File: src/rtl/lock_pkg.sv
package lock_pkg;

    localparam int BUS_W  = 32;
    localparam int ADDR_W = 2;
    localparam int NPATH  = 2;

    typedef logic [ADDR_W-1:0] reg_addr_t;
    typedef logic [BUS_W-1:0]  bus_word_t;

    localparam reg_addr_t ADR_CTRL_KEY = 2'd0;
    localparam reg_addr_t ADR_OPT_KEY  = 2'd1;
    localparam reg_addr_t ADR_CTRL_REG = 2'd2;

    localparam int BIT_CTRL_RELOCK = 31;
    localparam int BIT_OPT_RELOCK  = 30;

    localparam int PATH_CTRL = 0;
    localparam int PATH_OPT  = 1;

    typedef enum logic [1:0] {
        KS_SHUT   = 2'd0,
        KS_HALF   = 2'd1,
        KS_OPEN   = 2'd2,
        KS_BARRED = 2'd3
    } key_state_e;

    typedef struct packed {
        key_state_e nxt;
        logic       bad;
    } key_step_t;

    function automatic reg_addr_t path_key_addr(input int path);
        return (path == PATH_CTRL) ? ADR_CTRL_KEY : ADR_OPT_KEY;
    endfunction

    function automatic key_step_t key_step(input key_state_e s,
                                           input bus_word_t  d,
                                           input bus_word_t  k_first,
                                           input bus_word_t  k_second);
        key_step_t r;
        r.nxt = KS_BARRED;
        r.bad = 1'b1;
        case (s)
            KS_SHUT: if (d == k_first) begin
                r.nxt = KS_HALF;
                r.bad = 1'b0;
            end
            KS_HALF: if (d == k_second) begin
                r.nxt = KS_OPEN;
                r.bad = 1'b0;
            end
            default: ;
        endcase
        return r;
    endfunction

endpackage

File: src/rtl/key_seq_fsm.sv
module key_seq_fsm
    import lock_pkg::*;
#(
    parameter logic [31:0] KEY_A = 32'h4567_0123,
    parameter logic [31:0] KEY_B = 32'hCDEF_89AB
) (
    input  logic      clk,
    input  logic      rst,
    input  logic      key_wr,
    input  bus_word_t wdata,
    input  logic      relock,
    output logic      is_open,
    output logic      bad_key
);

    key_state_e st;
    key_state_e st_n;
    key_step_t  step;

    always_comb begin
        step    = key_step(st, wdata, KEY_A, KEY_B);
        st_n    = st;
        bad_key = 1'b0;
        if (key_wr) begin
            st_n    = step.nxt;
            bad_key = step.bad;
        end else if (relock && st == KS_OPEN) begin
            st_n = KS_SHUT;
        end
    end

    always_ff @(posedge clk) begin
        if (rst) st <= KS_SHUT;
        else     st <= st_n;
    end

    assign is_open = (st == KS_OPEN);

    a_r4_barred_sticky: assert property (@(posedge clk) disable iff (rst)
        st == KS_BARRED |=> st == KS_BARRED);

    a_r2_open_needs_second_key: assert property (@(posedge clk) disable iff (rst)
        $rose(is_open) |-> ($past(st) == KS_HALF && $past(key_wr) && $past(wdata) == KEY_B));

    a_r3_bad_bars_path: assert property (@(posedge clk) disable iff (rst)
        bad_key |=> st == KS_BARRED);

endmodule

File: src/rtl/ctrl_reg_file.sv
module ctrl_reg_file
    import lock_pkg::*;
#(
    parameter int CTRL_W        = 16,
    parameter bit OPT_FLAG_MODE = 1'b0
) (
    input  logic              clk,
    input  logic              rst,
    input  logic              wr,
    input  bus_word_t         wdata,
    input  logic              ctrl_open,
    output logic [CTRL_W-1:0] field,
    output logic              ctrl_relock,
    output logic              opt_relock
);

    logic take;
    logic opt_req;

    assign take = wr && ctrl_open;

    generate
        if (OPT_FLAG_MODE) begin : g_clear_flag
            assign opt_req = ~wdata[BIT_OPT_RELOCK];
        end else begin : g_set_bit
            assign opt_req = wdata[BIT_OPT_RELOCK];
        end
    endgenerate

    assign ctrl_relock = take && wdata[BIT_CTRL_RELOCK];
    assign opt_relock  = take && opt_req;

    always_ff @(posedge clk) begin
        if (rst)       field <= '0;
        else if (take) field <= wdata[CTRL_W-1:0];
    end

    a_r8_field_frozen: assert property (@(posedge clk) disable iff (rst)
        !ctrl_open |=> $stable(field));

    a_r9_opt_relock_needs_ctrl: assert property (@(posedge clk) disable iff (rst)
        opt_relock |-> ctrl_open);

endmodule

File: src/rtl/key_lock_guard.sv
module key_lock_guard
    import lock_pkg::*;
#(
    parameter logic [31:0] KEY_A         = 32'h4567_0123,
    parameter logic [31:0] KEY_B         = 32'hCDEF_89AB,
    parameter int          CTRL_W        = 16,
    parameter bit          OPT_FLAG_MODE = 1'b0
) (
    input  logic              clk,
    input  logic              rst,
    input  logic              bus_wr,
    input  logic [1:0]        bus_addr,
    input  logic [31:0]       bus_wdata,
    output logic              ctrl_locked,
    output logic              opt_locked,
    output logic              ctrl_wr_ok,
    output logic              opt_wr_ok,
    output logic [CTRL_W-1:0] ctrl_field,
    output logic              bus_err
);

    logic [NPATH-1:0] path_open;
    logic [NPATH-1:0] path_bad;
    logic [NPATH-1:0] path_relock;
    logic             ctrl_wr;

    assign ctrl_wr = bus_wr && (bus_addr == ADR_CTRL_REG);

    ctrl_reg_file #(
        .CTRL_W        (CTRL_W),
        .OPT_FLAG_MODE (OPT_FLAG_MODE)
    ) u_creg (
        .clk         (clk),
        .rst         (rst),
        .wr          (ctrl_wr),
        .wdata       (bus_wdata),
        .ctrl_open   (path_open[PATH_CTRL]),
        .field       (ctrl_field),
        .ctrl_relock (path_relock[PATH_CTRL]),
        .opt_relock  (path_relock[PATH_OPT])
    );

    generate
        for (genvar p = 0; p < NPATH; p++) begin : g_path
            logic hit;
            assign hit = bus_wr && (bus_addr == path_key_addr(p));
            key_seq_fsm #(
                .KEY_A (KEY_A),
                .KEY_B (KEY_B)
            ) u_fsm (
                .clk     (clk),
                .rst     (rst),
                .key_wr  (hit),
                .wdata   (bus_wdata),
                .relock  (path_relock[p]),
                .is_open (path_open[p]),
                .bad_key (path_bad[p])
            );
        end
    endgenerate

    assign ctrl_locked = ~path_open[PATH_CTRL];
    assign opt_locked  = ~path_open[PATH_OPT];
    assign ctrl_wr_ok  = path_open[PATH_CTRL];
    assign opt_wr_ok   = &path_open;
    assign bus_err     = |path_bad;

    a_r1_locked_after_reset: assert property (@(posedge clk) disable iff (rst)
        $past(rst) |-> (ctrl_locked && opt_locked && !opt_wr_ok && ctrl_field == '0));

    a_r11_err_only_on_key_write: assert property (@(posedge clk) disable iff (rst)
        bus_err |-> (bus_wr && (bus_addr == ADR_CTRL_KEY || bus_addr == ADR_OPT_KEY)));

    a_r10_opt_ok_needs_ctrl: assert property (@(posedge clk) disable iff (rst)
        opt_wr_ok |-> ctrl_wr_ok);

    a_r6_ctrl_key_leaves_opt: assert property (@(posedge clk) disable iff (rst)
        (bus_wr && bus_addr == ADR_CTRL_KEY) |=> $stable(opt_locked));

    a_r6_opt_key_leaves_ctrl: assert property (@(posedge clk) disable iff (rst)
        (bus_wr && bus_addr == ADR_OPT_KEY) |=> $stable(ctrl_locked));

endmodule

File: config.mk
export PLATFORM = sky130hd
export DESIGN_NAME = key_lock_guard
export DESIGN_NICKNAME = d
export VERILOG_FILES = /design/src/rtl/lock_pkg.sv /design/src/rtl/key_seq_fsm.sv /design/src/rtl/ctrl_reg_file.sv /design/src/rtl/key_lock_guard.sv
export SDC_FILE = /design/constraint.sdc
export NUM_CORES = 1
export LEC_CHECK = 0
export ABC_AREA = 1
export ABC_CLOCK_PERIOD_IN_PS = 1200
export CORE_MARGIN = 3
export CORE_UTILIZATION = 36
export CTS_CLUSTER_SIZE = 20
export DETAILED_ROUTE_END_ITERATION = 12
export PLACE_DENSITY_LB_ADDON = 0.08
export SYNTH_ARGS = -nofsm -noshare
export SYNTH_HDL_FRONTEND = slang
export SYNTH_SLANG_ARGS = --single-unit
File: constraint.sdc
create_clock -name clk -period 1.2 [get_ports clk]
set_input_delay 0.3 -clock clk [delete_from_list [all_inputs] [get_ports clk]]
set_output_delay 0.3 -clock clk [all_outputs]
set_load 0.005 [all_outputs]
### Word level (Yosys, flattened, before mapping)

Cells that the tools add are included.
Widths: inputs -> output; s select.

| word-level totals | value |
|---|---|
| register bits | 20 |
| input port bits | 37 |
| output and inout port bits | 21 |
| logic and storage cells | 38 |

| cells by class | value |
|---|---|
| eq/ne operators | 8 |
| muxes and demuxes | 10 |
| bitwise operators | 2 |
| reduce and logical (&&, ||, !) cells | 15 |

Operators with widths:

| cell | number |
|---|---|
| $eq 32x31->1 const B | 1 |
| $eq 32x32->1 const B | 1 |
| $pmux 3 s2 | 2 |
| $mux 2 | 5 |
| $logic_and 1x1->1 | 8 |
| $eq 2x1->1 const B | 3 |
| $eq 2x2->1 const B | 3 |
| $logic_not 2->1 | 3 |
| $reduce_bool 2->1 | 2 |
| $mux 3 | 1 |
| $mux 1 | 2 |
| $not 1->1 | 2 |
| $reduce_and 2->1 | 1 |
| $reduce_or 2->1 | 1 |

### Logic depth before layout (Yosys ltp)

Gate-level depths: netlist of the first run.

| logic depth | value |
|---|---|
| depth after elaboration | 7 |
| gate-level depth with buffers | 8 |
| gate-level depth less buffers | 8 |

### Cells and area by module

From an unflattened synthesis of the first run, not the netlist that was laid out.

| second synthesis, totals | value |
|---|---|
| cells, all modules | 234 |
| area, all modules | 1303.8 um^2 |

Modules (own cells, without submodules):

| module | times used | cells each | area an instance (um^2) | seq. area each (um^2) |
|---|---|---|---|---|
| ctrl_reg_file | 1 | 106 | 683.2 | 320.3 |
| key_seq_fsm | 2 | 58 | 286.5 | 40.0 |
| key_lock_guard | 1 | 12 | 47.5 | 0.0 |

### Least setup slack after synthesis of the first run

No wires, ideal clock.

| timing path | value |
|---|---|
| path type | input -> output |
| start | input bus_wdata[4] |
| end | output bus_err |
| data arrival time | 0.964 ns |
| required time | 0.900 ns |
| setup slack | -0.064 ns |
| stages on the path | 8 |
| cell sequence | inv_1 nand2_1 nor2_1 nand2_1 nor2_1 nand3_1 nand3_1 nand2_1 |

| on the way | value |
|---|---|
| word-level cells in the longest chain between the ends | 5 |

Ends and longest elaborated chain:

| element | RTL line | source |
|---|---|---|
| from (decl) | key_lock_guard.sv:13 | `input logic [31:0] bus_wdata,` |
| $eq 32x32->1 or $eq 32x31->1 (tied branches) | lock_pkg.sv:48, lock_pkg.sv:44 |  |
| $mux 2 or $mux 3 (tied branches) | lock_pkg.sv:48, lock_pkg.sv:44 |  |
| $pmux 3 s2 | lock_pkg.sv:43 | `case (s)` |
| $mux 1 | key_seq_fsm.sv:24 | `if (key_wr) begin` |
| $reduce_or 2->1 (*) | key_lock_guard.sv:66 | `assign bus_err = \|path_bad;` |
| to (decl) | key_lock_guard.sv:19 | `output logic bus_err` |

Every way passes the cells marked *; elsewhere a longest branch is shown, timed or not.

### Final worst setup path of the first run

| timing path | value |
|---|---|
| start | input bus_wdata[12] |
| end | output bus_err |

The elaborated chain is that of the path after synthesis.

==> metrics.txt, run 1 <==
# TYPE chip_impl_metric gauge
chip_impl_metric{name="detail_route.iter0.violations",unit=""} 57
chip_impl_metric{name="final_critical_path_setup_slack",unit="ns"} -0.352
chip_impl_metric{name="gp_routability_congestion",unit=""} 0.805
chip_impl_metric{name="cts_htree_levels",unit=""} 1
chip_impl_metric{name="clockBufferDepth",unit=""} 2
chip_impl_info{name="setup_repair_after_global_routing_missed_its_margin",value="yes"} 1
chip_impl_metric{name="yosys_warnings",unit=""} 0
chip_impl_info{name="yosysTopAreaCell",value="dfxtp_1"} 1
chip_impl_metric{name="worst-slew-pin-transition",unit="ns"} 0.260
chip_impl_metric{name="antenna_found_initial",unit=""} 0
chip_impl_metric{name="synthArstFlopShare",unit=""} 0
chip_impl_metric{name="postLayoutCoreUtil",unit=""} 0.891
chip_impl_metric{name="placement.cell_area",unit="mm²"} 0.00199
chip_impl_metric{name="drtPass1Iterations",unit=""} 4
chip_impl_metric{name="cts.reportedPaths.clkPinSlew",unit="ns"} 0.13
chip_impl_info{name="start_kind",value="primary input"} 1
chip_impl_metric{name="min_period",unit="ns"} 1.55
chip_impl_metric{name="first_pass_grt_wire_length",unit="µm"} 6620
chip_impl_metric{name="synth.distinct_cells",unit=""} 22
chip_impl_metric{name="fin_skew",unit="ns"} 0.00834
chip_impl_metric{name="drc_errors",unit=""} 0
chip_impl_metric{name="first_global_vias",unit=""} 1504
chip_impl_info{name="most_common_cell_after_layout_fill_and_taps_aside",value="buf_4"} 1
chip_impl_metric{name="n_fill_cell",unit=""} 127
chip_impl_metric{name="core_region_area",unit="mm²"} 0.00288
chip_impl_metric{name="pin_count",unit=""} 58
chip_impl_metric{name="period_share",unit=""} 1.29
chip_impl_metric{name="max_freq",unit="MHz"} 644
chip_impl_metric{name="cp_max_fo",unit=""} 4
chip_impl_metric{name="num_cts_buffers",unit=""} 3
chip_impl_metric{name="cts_num_sinks",unit=""} 20
chip_impl_metric{name="timing.final.hold_violations",unit=""} 0
chip_impl_metric{name="cts_hold_repair.buffers",unit=""} 0
chip_impl_metric{name="post_synthesis_instance_area",unit="mm²"} 0.00114
chip_impl_info{name="timing_worst_setup_path_type",value="primary input to primary output"} 1
chip_impl_metric{name="finalInstanceArea",unit="mm²"} 0.00256
chip_impl_metric{name="dp_worst_setup_slack",unit="ns"} -1.13
chip_impl_metric{name="routed_wire_length_per_instance",unit="µm"} 16.2
chip_impl_metric{name="post_synth_inst_count",unit=""} 153
chip_impl_info{name="outcome",value="finished with violations"} 1
chip_impl_info{name="failed_checks",value="setup timing"} 1
chip_impl_metric{name="track_usage",unit=""} 0.207
chip_impl_metric{name="floorplan.die.width",unit="µm"} 62.3
chip_impl_metric{name="placement_rows",unit=""} 19
chip_impl_metric{name="nets",unit=""} 303
chip_impl_info{name="cts_root_buffer",value="clkbuf_4"} 1
chip_impl_info{name="predominant_post_synthesis_flop_cell",value="dfxtp_1"} 1
chip_impl_metric{name="yosysSeqAreaShare",unit=""} 0.350
chip_impl_metric{name="worst_slew_margin_rel",unit=""} 0.827
chip_impl_metric{name="syn_nets",unit=""} 190
chip_impl_metric{name="routed_wirelength",unit="µm"} 4950
chip_impl_metric{name="vias",unit=""} 1481
chip_impl_metric{name="avgViaCountPerCell",unit=""} 4.84
chip_impl_metric{name="grt.overflow.total",unit=""} 0
chip_impl_metric{name="dp_hpwl",unit="µm"} 2600
chip_impl_metric{name="port_bufs",unit=""} 57
chip_impl_metric{name="yosysTopAreaCellShare",unit=""} 0.350
chip_impl_info{name="timing.hold.worst.class",value="primary input to register"} 1
chip_impl_metric{name="synthesized_flop_and_latch_total",unit=""} 20
chip_impl_metric{name="synthToLayoutAreaGrowth",unit="%"} 124
chip_impl_metric{name="finalMaxSlewViolations",unit=""} 0
chip_impl_metric{name="setup_viol_count_final",unit=""} 25
chip_impl_metric{name="p_per_area",unit="mW/mm²"} 573
chip_impl_metric{name="grt_start_max_net_pins",unit=""} 21
chip_impl_metric{name="post_route_cells_drive_above_1_share",unit=""} 0.837
chip_impl_metric{name="p_leak",unit="nW"} 1.15
chip_impl_info{name="cells_taking_the_most_area_after_synthesis",value="dfxtp_1 35%, nand2_1 12%, a21oi_2 9.2%"} 1
chip_impl_metric{name="required",unit="ns"} 0.90
chip_impl_metric{name="worst_skew_pair.late_latency",unit="ns"} 0.30
chip_impl_metric{name="postRouteAntennaNets",unit=""} 0
chip_impl_metric{name="vertical_extent_of_the_die",unit="µm"} 62.3
chip_impl_info{name="critical_path.endpoint_type",value="primary output"} 1
chip_impl_metric{name="die-area",unit="mm²"} 0.00389
chip_impl_metric{name="worst_ir_drop_vdd",unit="mV"} 0.479
chip_impl_metric{name="reported_max_cap_violation_count",unit=""} 0
chip_impl_metric{name="synth-edff-count",unit=""} 0
chip_impl_metric{name="p_total",unit="mW"} 1.47
chip_impl_metric{name="initial_core_util",unit=""} 0.397
chip_impl_metric{name="arrival",unit="ns"} 1.25
chip_impl_info{name="final_cell_mix",value="47 x buf_4, 22 x buf_6, 20 x nand2_4, 19 x dfxtp_2, 17 x nand2_1"} 1
chip_impl_metric{name="setup_tns",unit="ns"} -4.22
chip_impl_info{name="tritoncts_clock_tree",value="built"} 1
chip_impl_metric{name="antenna-diode-count",unit=""} 0
chip_impl_metric{name="synth_area_per_cell",unit="µm²"} 7.47
-- layout make-up --
type,count,area [µm²],area share
Sequential cell,20,428,0.167
Inverter,16,101,0.0396
Clock buffer,3,22.5,0.00879
Multi-Input combinational cell,112,971,0.379
Timing Repair Buffer,113,987,0.385
Tap cell,42,52.6,0.0205
-- layer usage --
metal  part of all wire  GRT usage
met4              0.011     0.0771
met1               0.40      0.217
met5                  0          0
met2               0.53      0.392
met3              0.054     0.0523
-- stage by stage --
step	hold slack, ns	instances
after CTS	0.261	294
after global routing	0.245	306
after floorplan	0.426	153
after global placement	0.457	276
after detailed placement	0.463	276
final	0.252	306
-- worst paths after layout --
check                   startpoint               to  slack [ns]  cells past startpoint
max                  bus_wdata[12]          bus_err       -0.35                     10
min                   bus_wdata[7]  u_creg.field[7]        0.25                      3
max reg2reg  g_path[0].u_fsm.st[1]  u_creg.field[1]       -0.25                      8
min reg2reg        u_creg.field[2]  u_creg.field[2]        0.48                      2
-- state kept, by name, summed over array words and instances (netlist names) --
register / flops
u_creg.field: 16
g_path.u_fsm.st: 4
-- cell usage after synthesis, types with 2 or more instances --
cell type / n
a211oi_2: 4
a21oi_1: 4
a21oi_2: 12
and2_1: 2
buf_12: 2
clkbuf_1: 2
dfxtp_1: 20
inv_1: 15
nand2_1: 37
nand2_2: 12
nand3_1: 7
nor2_1: 22
nor2_2: 4
nor3_1: 2
-- worst max-delay path, cell delays in order --
cell	delay, ns
buf_6	0.11
inv_8	0.05
nand2_4	0.04
nor2_4	0.10
nand2_2	0.08
nor2_4	0.18
nand3_2	0.13
nand3_2	0.10
nand2_1	0.05
buf_2	0.12
-- power breakdown --
part	switching, mW	total (mW)	internal [mW]
Clock	0.223	0.340	0.117
Sequential	0.0131	0.689	0.676
Combinational	0.209	0.441	0.233
-- repair_timing --
item | 4_1_cts | 5_1_grt
endpoints found under the setup margin | 41 | 36
pin swaps | 59 | 42
endpoints found under the hold margin | 0 | 0
setup buffers | 19 | 12
resized for setup | 253 | 76
-- kinds of logic (layout without fill, tap and decap cells) --
family | Yosys count | after routing | share of synthesized area
AO/OA/AOI/OAI | 21 | 21 | 0.159
buffers and inverters | 21 | 132 | 0.104
flip-flops | 20 | 20 | 0.350
AND/OR/NAND/NOR | 91 | 91 | 0.387
(Power assumes the default switching activity.)
==> run 2, diff against run 1 <==
ABC_AREA = not set   (was 1)
CORE_UTILIZATION = 37   (was 36)
SYNTH_HIERARCHICAL = 1   (was not set)
==> metrics.txt, run 2 <==
# TYPE chip_impl_metric gauge
chip_impl_info{name="outcome",value="finished with violations"} 1
chip_impl_info{name="failed_checks",value="setup timing"} 1
chip_impl_metric{name="synth-edff-count",unit=""} 0
chip_impl_metric{name="finalHoldWorstSlack",unit="ns"} 0.303
chip_impl_info{name="cts_root_buffer",value="clkbuf_4"} 1
chip_impl_metric{name="max_freq",unit="MHz"} 487
chip_impl_metric{name="cts_num_sinks",unit=""} 20
chip_impl_info{name="yosysTopAreaCell",value="dfxtp_1"} 1
chip_impl_metric{name="p_per_area",unit="mW/mm²"} 673
chip_impl_metric{name="postRouteAntennaNets",unit=""} 0
chip_impl_metric{name="largest_register_ffs",unit=""} 16
chip_impl_info{name="timing_worst_setup_path_type",value="register to primary output"} 1
chip_impl_metric{name="post_route_cells_drive_above_1_share",unit=""} 0.555
chip_impl_info{name="r2r-end",value="g_path[0].u_fsm/st[0]"} 1
chip_impl_metric{name="vias",unit=""} 1637
chip_impl_metric{name="detail_route.iter0.violations",unit=""} 104
chip_impl_metric{name="cts_hold_repair.buffers",unit=""} 0
chip_impl_metric{name="track_usage",unit=""} 0.220
chip_impl_info{name="r2r-start",value="g_path[0].u_fsm/st[1]"} 1
chip_impl_metric{name="seqCellArea",unit="µm²"} 425
chip_impl_metric{name="cp_max_fo",unit=""} 2
chip_impl_metric{name="die-area",unit="mm²"} 0.00412
chip_impl_metric{name="antenna-diode-count",unit=""} 0
chip_impl_info{name="start_kind",value="register"} 1
chip_impl_metric{name="synthToLayoutAreaGrowth",unit="%"} 101
chip_impl_info{name="tritoncts_clock_tree",value="built"} 1
chip_impl_metric{name="vertical_extent_of_the_die",unit="µm"} 64.2
chip_impl_info{name="setup_repair_after_global_routing_missed_its_margin",value="yes"} 1
chip_impl_metric{name="r2r_cell_count",unit=""} 8
chip_impl_metric{name="core_region_area",unit="mm²"} 0.00313
chip_impl_metric{name="synthArstFlopShare",unit=""} 0
chip_impl_info{name="final_cell_mix",value="32 x buf_4, 21 x nand3_1, 20 x dfxtp_2, 17 x buf_6, 17 x dlygate4sd2_1"} 1
chip_impl_info{name="top_register",value="u_creg/field"} 1
chip_impl_info{name="cells_taking_the_most_area_after_synthesis",value="dfxtp_1 32%, a21bo_1 9.6%, nand3_1 8.8%"} 1
chip_impl_metric{name="required",unit="ns"} 0.90
chip_impl_metric{name="arrival",unit="ns"} 1.75
chip_impl_metric{name="grt.overflow.total",unit=""} 0
chip_impl_metric{name="antenna_found_initial",unit=""} 0
chip_impl_metric{name="worst_ir_drop_vdd",unit="mV"} 0.409
chip_impl_metric{name="timing.final.hold_violations",unit=""} 0
chip_impl_metric{name="finalMaxSlewViolations",unit=""} 0
chip_impl_metric{name="pin_count",unit=""} 58
chip_impl_metric{name="placement_rows",unit=""} 20
chip_impl_metric{name="worst-slew-pin-transition",unit="ns"} 0.367
chip_impl_metric{name="yosys_warnings",unit=""} 6
chip_impl_metric{name="final_critical_path_setup_slack",unit="ns"} -0.852
chip_impl_metric{name="synth_area_per_cell",unit="µm²"} 8.75
chip_impl_metric{name="avgViaCountPerCell",unit=""} 5.63
chip_impl_metric{name="grt_start_max_net_pins",unit=""} 35
chip_impl_info{name="whs_endpoint",value="u_creg/field[12]"} 1
chip_impl_info{name="timing.hold.worst.class",value="primary input to register"} 1
chip_impl_metric{name="drc_errors",unit=""} 0
chip_impl_metric{name="drtPass1Iterations",unit=""} 4
chip_impl_info{name="ys_top_cells_by_count",value="22 x nand3_1, 20 x dfxtp_1, 16 x a21oi_1"} 1
chip_impl_metric{name="yosysTopAreaCellShare",unit=""} 0.320
chip_impl_metric{name="gp_routability_congestion",unit=""} 0.818
chip_impl_metric{name="post_synthesis_instance_area",unit="mm²"} 0.00125
chip_impl_metric{name="initial_core_util",unit=""} 0.400
chip_impl_metric{name="routed_wire_length_per_instance",unit="µm"} 18.4
chip_impl_metric{name="dp_hpwl",unit="µm"} 3070
chip_impl_metric{name="min_delay_path_depth",unit=""} 3
chip_impl_metric{name="n_fill_cell",unit=""} 201
chip_impl_metric{name="port_bufs",unit=""} 57
chip_impl_metric{name="yosysSeqAreaShare",unit=""} 0.320
chip_impl_metric{name="nets",unit=""} 285
chip_impl_metric{name="cts.reportedPaths.clkPinSlew",unit="ns"} 0.12
chip_impl_metric{name="period_share",unit=""} 1.71
chip_impl_metric{name="synthesized_flop_and_latch_total",unit=""} 20
chip_impl_metric{name="clockBufferDepth",unit=""} 2
chip_impl_info{name="critical_path.endpoint_type",value="primary output"} 1
chip_impl_info{name="biggestRegsByFlops",value="u_creg/field: 16 flops, g_path.u_fsm/st: 4 flops"} 1
chip_impl_metric{name="post_synth_inst_count",unit=""} 143
chip_impl_metric{name="setup_viol_count_final",unit=""} 25
chip_impl_metric{name="synth.distinct_cells",unit=""} 29
chip_impl_metric{name="syn_nets",unit=""} 180
chip_impl_metric{name="min_period",unit="ns"} 2.05
chip_impl_metric{name="cts_htree_levels",unit=""} 1
chip_impl_info{name="synthMostInstantiatedCell",value="nand3_1"} 1
chip_impl_info{name="holdCritStartpoint",value="bus_wdata[12]"} 1
chip_impl_metric{name="worst_slew_margin_rel",unit=""} 0.753
chip_impl_metric{name="fin_skew",unit="ns"} 0.00148
chip_impl_metric{name="p_leak",unit="nW"} 1.07
chip_impl_metric{name="num_cts_buffers",unit=""} 3
chip_impl_metric{name="r2r_setup_slack",unit="ns"} -0.34
chip_impl_metric{name="multi_input_area",unit="µm²"} 911
chip_impl_metric{name="first_global_vias",unit=""} 1553
chip_impl_metric{name="floorplan.die.width",unit="µm"} 64.2
chip_impl_metric{name="routed_wirelength",unit="µm"} 5340
chip_impl_metric{name="worst_skew_pair.late_latency",unit="ns"} 0.30
chip_impl_metric{name="first_pass_grt_wire_length",unit="µm"} 7330
chip_impl_info{name="most_common_cell_after_layout_fill_and_taps_aside",value="buf_4"} 1
chip_impl_metric{name="p_total",unit="mW"} 1.69
chip_impl_metric{name="reported_max_cap_violation_count",unit=""} 0
chip_impl_info{name="predominant_post_synthesis_flop_cell",value="dfxtp_1"} 1
-- run 2: cell count changes in the layout (fill, tap and decap cells not counted), moves of 13 or more --
cell / change
buf_4: -15
dlygate4sd2_1: +14
nand2_4: -20
buf_2: -13
nand2_1: -15
nand3_1: +21
-- run 2: routing by layer --
metal	up-vias	GRT usage	share of wire
li1	749	-	-
met1	791	0.265	0.39
met2	81	0.408	0.51
met3	16	0.0351	0.074
met4	0	0.0475	0.026
met5	-	0	0
-- run 2: worst max path at each step --
| stage | from | end | cells past startpoint |
|---|---|---|---|
| floorplan | bus_wdata[14] | bus_err | 5 |
| global placement | bus_wdata[2] | bus_err | 7 |
| detailed placement | bus_wdata[2] | bus_err | 7 |
| CTS | g_path[0].u_fsm/st[1] | bus_err | 6 |
| global route | g_path[0].u_fsm/st[1] | bus_err | 6 |
| finish | g_path[0].u_fsm/st[1] | bus_err | 6 |
-- run 2: worst max-delay path, cell delays in order (launching register included) --
cell and delay [ns]:
dfxtp_2 0.34, and4b_1 0.26, nand4_1 0.19, nor3_2 0.20, a21oi_1 0.09, or2_1 0.24, buf_2 0.13
-- run 2: area by class of cell --
type / instances / area share
repair buffers: 110 / 0.420
multi-input cells: 109 / 0.362
flip-flops and latches: 20 / 0.169
well taps: 44 / 0.0219
clock inverters: 1 / 0.0119
clock buffers: 3 / 0.00896
inverters: 4 / 0.00597
-- run 2: cells by family after synthesis --
logic type | count (synthesis) | synth area share
and+or+nand+nor | 67 | 0.342
buffers and inverters | 14 | 0.0820
DFF | 20 | 0.320
AOI/OAI and AO/OA | 42 | 0.256
-- run 2: report_power, final --
part | leakage, nW | internal, mW | switching (mW)
Sequential | 0.172 | 0.676 | 0.00881
Combinational | 0.875 | 0.246 | 0.200
Clock | 0.0279 | 0.338 | 0.225
Total | 1.07 | 1.26 | 0.434
-- run 2: timing repair --
action | CTS | global route
buffers inserted | 12 | 11
pin swaps | 22 | 30
resized for setup | 107 | 77
cloned | 1 | 4
endpoints found under the setup margin | 41 | 38
endpoints found under the hold margin | 0 | 0
-- run 2: metrics by stage --
stage / TNS [ns] / setup WS [ns] / util / area (µm²) / instances
final: -4.51 / -0.852 / 0.804 / 2510 / 291
after global routing: -5.48 / -0.944 / 0.804 / 2510 / 291
after CTS: -3.19 / -0.837 / 0.728 / 2280 / 281
after detailed placement: -12.00 / -1.32 / 0.654 / 2040 / 264
after global placement: -11.22 / -1.30 / 0.654 / 2040 / 264
after floorplan: -0.286 / -0.263 / - / 1280 / 143
